**src/rtl/async_bank_timer.sv**
```systemverilog
module async_bank_timer #(
  parameter int ADDR_W = 16,
  parameter int DATA_W = 16
) (
  input  logic              clk,
  input  logic              rst_n,
  input  logic              req_rd,
  input  logic [ADDR_W-1:0] req_addr,
  input  logic [14:0]       req_cfg,
  output logic              busy,
  output logic [ADDR_W-1:0] mem_addr,
  output logic              mem_addr_vld,
  output logic              mem_cs_n,
  output logic              mem_oe_n,
  input  logic [DATA_W-1:0] mem_rdata,
  output logic [DATA_W-1:0] rd_data,
  output logic              rd_valid,
  output logic              done
);

  typedef enum logic [2:0] {
    S_IDLE, S_ASU, S_CSU, S_ACC, S_PAGE, S_CSH, S_AH, S_DONE
  } st_t;

  st_t               state, after_st;
  logic [3:0]        cnt;
  logic [3:0]        beats_left;
  logic [14:0]       cfg_q;
  logic [ADDR_W-1:0] addr_q;

  function automatic logic [3:0] two_bit_len(input logic [1:0] c);
    case (c)
      2'd0:    return 4'd0;
      2'd1:    return 4'd1;
      2'd2:    return 4'd2;
      default: return 4'd4;
    endcase
  endfunction

  function automatic logic [3:0] acc_len(input logic [2:0] c);
    case (c)
      3'd0:    return 4'd1;
      3'd1:    return 4'd2;
      3'd2:    return 4'd3;
      3'd3:    return 4'd4;
      3'd4:    return 4'd6;
      3'd5:    return 4'd8;
      3'd6:    return 4'd10;
      default: return 4'd14;
    endcase
  endfunction

  function automatic logic [3:0] page_len(input logic [1:0] c);
    case (c)
      2'd0:    return 4'd2;
      2'd1:    return 4'd3;
      2'd2:    return 4'd4;
      default: return 4'd6;
    endcase
  endfunction

  function automatic logic [3:0] extra_beats(input logic [1:0] c);
    case (c)
      2'd0:    return 4'd0;
      2'd1:    return 4'd3;
      2'd2:    return 4'd7;
      default: return 4'd15;
    endcase
  endfunction

  function automatic logic [3:0] phase_len(input st_t s, input logic [14:0] c);
    case (s)
      S_ASU:   return two_bit_len(c[14:13]);
      S_CSU:   return two_bit_len(c[12:11]);
      S_ACC:   return acc_len(c[10:8]);
      S_PAGE:  return page_len(c[3:2]);
      S_CSH:   return two_bit_len(c[7:6]);
      S_AH:    return two_bit_len(c[5:4]);
      default: return 4'd0;
    endcase
  endfunction

  function automatic st_t first_live(input st_t from, input logic [14:0] c);
    st_t r;
    r = S_DONE;
    for (int i = 6; i >= 1; i--) begin
      if (i >= int'(from) && i != int'(S_PAGE) && phase_len(st_t'(i), c) != 4'd0)
        r = st_t'(i);
    end
    return r;
  endfunction

  always_comb begin
    case (state)
      S_ASU:          after_st = first_live(S_CSU, cfg_q);
      S_CSU:          after_st = first_live(S_ACC, cfg_q);
      S_ACC, S_PAGE:  after_st = (beats_left != 4'd0) ? S_PAGE : first_live(S_CSH, cfg_q);
      S_CSH:          after_st = first_live(S_AH, cfg_q);
      default:        after_st = S_DONE;
    endcase
  end

  always_ff @(posedge clk or negedge rst_n) begin
    if (!rst_n) begin
      state      <= S_IDLE;
      cnt        <= '0;
      beats_left <= '0;
      cfg_q      <= '0;
      addr_q     <= '0;
      rd_data    <= '0;
      rd_valid   <= 1'b0;
    end else begin
      rd_valid <= 1'b0;
      case (state)
        S_IDLE: begin
          if (req_rd) begin
            cfg_q      <= req_cfg;
            addr_q     <= req_addr;
            beats_left <= extra_beats(req_cfg[1:0]);
            state      <= first_live(S_ASU, req_cfg);
            cnt        <= phase_len(first_live(S_ASU, req_cfg), req_cfg) - 4'd1;
          end
        end
        S_DONE: state <= S_IDLE;
        default: begin
          if (cnt != 4'd0) begin
            cnt <= cnt - 4'd1;
          end else begin
            if (state == S_ACC || state == S_PAGE) begin
              rd_data  <= mem_rdata;
              rd_valid <= 1'b1;
            end
            if (after_st == S_PAGE) begin
              beats_left <= beats_left - 4'd1;
              addr_q     <= addr_q + 1'b1;
            end
            state <= after_st;
            cnt   <= (after_st == S_DONE) ? 4'd0 : phase_len(after_st, cfg_q) - 4'd1;
          end
        end
      endcase
    end
  end

  assign busy         = (state != S_IDLE);
  assign done         = (state == S_DONE);
  assign mem_addr     = addr_q;
  assign mem_addr_vld = (state inside {S_ASU, S_CSU, S_ACC, S_PAGE, S_CSH, S_AH});
  assign mem_cs_n     = !(state inside {S_CSU, S_ACC, S_PAGE, S_CSH});
  assign mem_oe_n     = !(state inside {S_ACC, S_PAGE});

  assert_cs_inside_addr_R2: assert property (@(posedge clk) disable iff (!rst_n)
    !mem_cs_n |-> mem_addr_vld);

  assert_oe_inside_cs_R2: assert property (@(posedge clk) disable iff (!rst_n)
    !mem_oe_n |-> !mem_cs_n);

  assert_addr_steady_under_cs_R7: assert property (@(posedge clk) disable iff (!rst_n)
    (!mem_cs_n && $past(!mem_cs_n) && mem_oe_n) |-> $stable(mem_addr));

  assert_valid_after_oe_R7: assert property (@(posedge clk) disable iff (!rst_n)
    rd_valid |-> $past(!mem_oe_n));

  assert_done_single_R8: assert property (@(posedge clk) disable iff (!rst_n)
    done |=> !done && !busy);

  assert_done_released_R8: assert property (@(posedge clk) disable iff (!rst_n)
    done |-> (mem_cs_n && mem_oe_n && !mem_addr_vld));

  assert_start_needs_req_R9: assert property (@(posedge clk) disable iff (!rst_n)
    $rose(busy) |-> $past(req_rd));

endmodule

```
**config.mk**
```make
export PLATFORM = sky130hd
export DESIGN_NAME = async_bank_timer
export DESIGN_NICKNAME = d
export VERILOG_FILES = /design/src/rtl/async_bank_timer.sv
export SDC_FILE = /design/constraint.sdc
export NUM_CORES = 1
export LEC_CHECK = 0
export ABC_CLOCK_PERIOD_IN_PS = 5800
export BUFFER_PORTS_ARGS = -buffer_cell sky130_fd_sc_hd__clkbuf_2
export CAP_MARGIN = 30
export CELL_PAD_IN_SITES_DETAIL_PLACEMENT = 2
export CELL_PAD_IN_SITES_GLOBAL_PLACEMENT = 2
export CORE_UTILIZATION = 34
export CTS_CLUSTER_SIZE = 10
export DETAILED_ROUTE_END_ITERATION = 10
export PLACE_DENSITY_LB_ADDON = 0.25
export SYNTH_ARGS = -nofsm -noshare
export SYNTH_HDL_FRONTEND = slang
export SYNTH_SLANG_ARGS = --single-unit
```
**constraint.sdc**
```tcl
create_clock -name clk -period 5.8 [get_ports clk]
set_clock_uncertainty 0.1 [all_clocks]
set_input_delay 0.87 -clock clk [delete_from_list [all_inputs] [get_ports clk]]
set_output_delay 0.87 -clock clk [all_outputs]
set_load 0.05 [all_outputs]
```
==> impl_metrics.toml <==
[global_routing]
use_met1 = 0.267
gr-total-overflow = 0
grtUsageMet3 = 0.0235
grt_pass1_wl_mm = 17.1
grt_use_met2 = 0.385
grt_usage = 0.214
grt_max_degree = 56
busiest_layer = "met2"
grt_pass1_vias = 3325
grt_antenna_before_repair = 0

[placed_design]
dp_hpwl_mm = 7.88
numPortBuffers = 87
dpl.cell_count = 559
post-place-ws_ns = 2.58
gp_congestion = 0.858

[route]
wirelength_mm = 10.5
ant_nets = 0
drt_iter0_drc = 75
wl_per_cell_um = 18.5
num_vias = 3125
dr.pass1.iters = 4
vias_per_cell = 5.51
drc = 0

[sta]
min_period_over_period = 0.556
slew_headroom = 0.450
fmaxAchievable_mhz = 310
setup_slack_ns = 2.58
worst_pin_slew_ns = 0.823
setup-violations-final = 0
drv_slew = 0
hold_viol = 0
rsz0062_at_grt = "no"
post-route-min-period_ns = 3.22
fin_setup_tns_ns = 0

[worst_setup_path]
crit_arrival_ns = 3.32
path_class = "flop to flop"
critPathSlowestCell = "dfrtp_1"
endpoint_kind = "flop"
slowest_delay_ns = 0.70
cp_cell_sequence = "nor3b_2 > or2_1 > inv_2 > or4_4 > a21oi_4 > o21ai_0 > o2bb2ai_1"
critPathRequiredTime_ns = 5.90
cp-start-kind = "flop"
crit_fanout = 28

[synth]
syn_nets = 417
ys_warn_count = 0
ys_seq_area_frac = 0.408
synth_cell_types = 65
synth_top_area_share = 0.408
ys_top_cells_by_area = "dfrtp_1 41%, mux2_2 8.3%, o21ai_0 4.6%, a21oi_1 4.4%, nand2_1 3.2%"
syn_area_mm2 = 0.00337
synth-seq-cells = 55
synthArstFlopShare = 1.00
synth_top_flop_cell = "dfrtp_1"
synth.avg_cell_area_um2 = 9.35
post-synth-top-area-cell = "dfrtp_1"
synth_edf_count = 0
postSynthCellCount = 361

[hold_path]
hold_path_class = "flop to flop"

[pwr]
ir_worst_vdd_uv = 256
power_mw = 2.74
power_density_mw_per_mm2 = 688
p_leak_nw = 1.76

[flow_run]
cap_viol_max_count = 0

[cells_and_area]
layoutNonFillerInstCount = 567
layout_common_cells = "87 x clkbuf_2, 55 x dfrtp_1, 31 x o21ai_0"
final_common_cell = "clkbuf_2"
n_antenna_cell = 0
nFillCells = 1095
area_delta_synth_final_pct = 17.8
nNetsFinal = 493
final_util = 0.422
drive_gt1_frac = 0.336

[floorplanning]
die-height_um = 102
fp.dieW_um = 102
placementRows = 35
core_area_mm2 = 0.00942
pin_count = 88
initial_utilization = 0.358
die_area_mm2 = 0.0103

[clock_network]
clock_path_buffers = 2
cts_setup_buffers = 0
hold_buffers = 0
cts_buffers = 5
cts_tree = "done"
root_buffer = "clkbuf_8"
clkLatencyLatePin_ns = 0.33
path_clk_slew_ns = 0.12
htree_num_levels = 2
ctsResizeCount = 0
clock-sinks = 55

[status]
status = "completed"
## final cells by class
cell class / instances / area (um2) / share of cell area
Sequential cell: 55 / 1380 / 0.346
Clock inverter: 3 / 22.5 / 0.00566
Timing Repair Buffer: 91 / 465 / 0.117
Clock buffer: 5 / 68.8 / 0.0173
Inverter: 13 / 48.8 / 0.0123
Tap cell: 129 / 161 / 0.0406
Multi-Input combinational cell: 271 / 1830 / 0.461
## registers in the layout (all words and copies together), names as in the netlist
signal / cells
mem_addr: 16
rd_data: 16
cfg_q: 11
beats_left: 4
cnt: 4
state: 3
rd_valid: 1
## logic make-up (layout without fill, tap and decap cells)
logic type | Yosys count | count (layout) | synth area share
compound gates | 120 | 120 | 0.238
simple gates | 110 | 110 | 0.170
flops | 55 | 55 | 0.408
buf+inv | 35 | 112 | 0.0504
mux | 29 | 29 | 0.0953
fa+ha+maj | 6 | 6 | 0.0222
xor+xnor | 6 | 6 | 0.0156
## Yosys cell counts, types with 4 or more instances
cell type   n
nor2_1     21
o22ai_1    10
nor3b_1     7
a21oi_2     6
nand2b_1    4
o21bai_1    4
and3_1      4
ha_1        6
inv_1      12
nand2_1    29
a2bb2oi_2   4
dfrtp_1    55
o21ai_0    31
nand3_1    12
xnor2_1     4
clkbuf_1   13
mux2_2     25
buf_4       4
mux2i_1     4
a31oi_1     4
nor3_1      8
a21oi_1    30
## layer usage
metal	part of all wire	up-vias
met2	0.52	65
met5	0	-
met3	0.026	11
met4	0.015	0
li1	-	1472
met1	0.44	1577
## through the flow
stage	area, um2	hold WS [ns]
final	3980	0.418
after global routing	3980	0.434
after CTS	3980	0.422
after detailed placement	3880	0.394
after global placement	3880	0.387
after floorplan	3370	0.386
## path summary, 6_finish.rpt
check / depth (start not counted) / to / slack (ns) / startpoint
worst max-delay path: 7 / mem_addr[6]$_DFFE_PN0P_ / 2.58 / state[2]$_DFFE_PN0P_
worst min-delay path: 1 / rd_data[11]$_DFFE_PN0P_ / 0.42 / rd_data[11]$_DFFE_PN0P_
worst max register to register: 7 / mem_addr[6]$_DFFE_PN0P_ / 2.58 / state[2]$_DFFE_PN0P_
worst min register to register: 1 / rd_data[11]$_DFFE_PN0P_ / 0.42 / rd_data[11]$_DFFE_PN0P_
max in group asynchronous: 2 / cnt[2]$_DFFE_PN0P_ / 4.54 / rst_n
min in group asynchronous: 2 / cfg_q[10]$_DFFE_PN0P_ / 0.57 / rst_n
## worst max-delay path, delay by kind of cell, from the launching register on
| family | cells | cell delay, ns |
|---|---|---|
| buffers and inverters | 1 | 0.09 |
| AO/OA/AOI/OAI | 3 | 1.07 |
| flip-flops | 1 | 0.70 |
| AND/OR/NAND/NOR | 3 | 1.13 |
## report_power, final
part / switching, mW / internal, mW
logic: 1.14 / 0.565
clock network: 0.146 / 0.0872
registers: 0.223 / 0.575
total: 1.51 / 1.23
No activity file was read; power rests on OpenSTA's default activity.
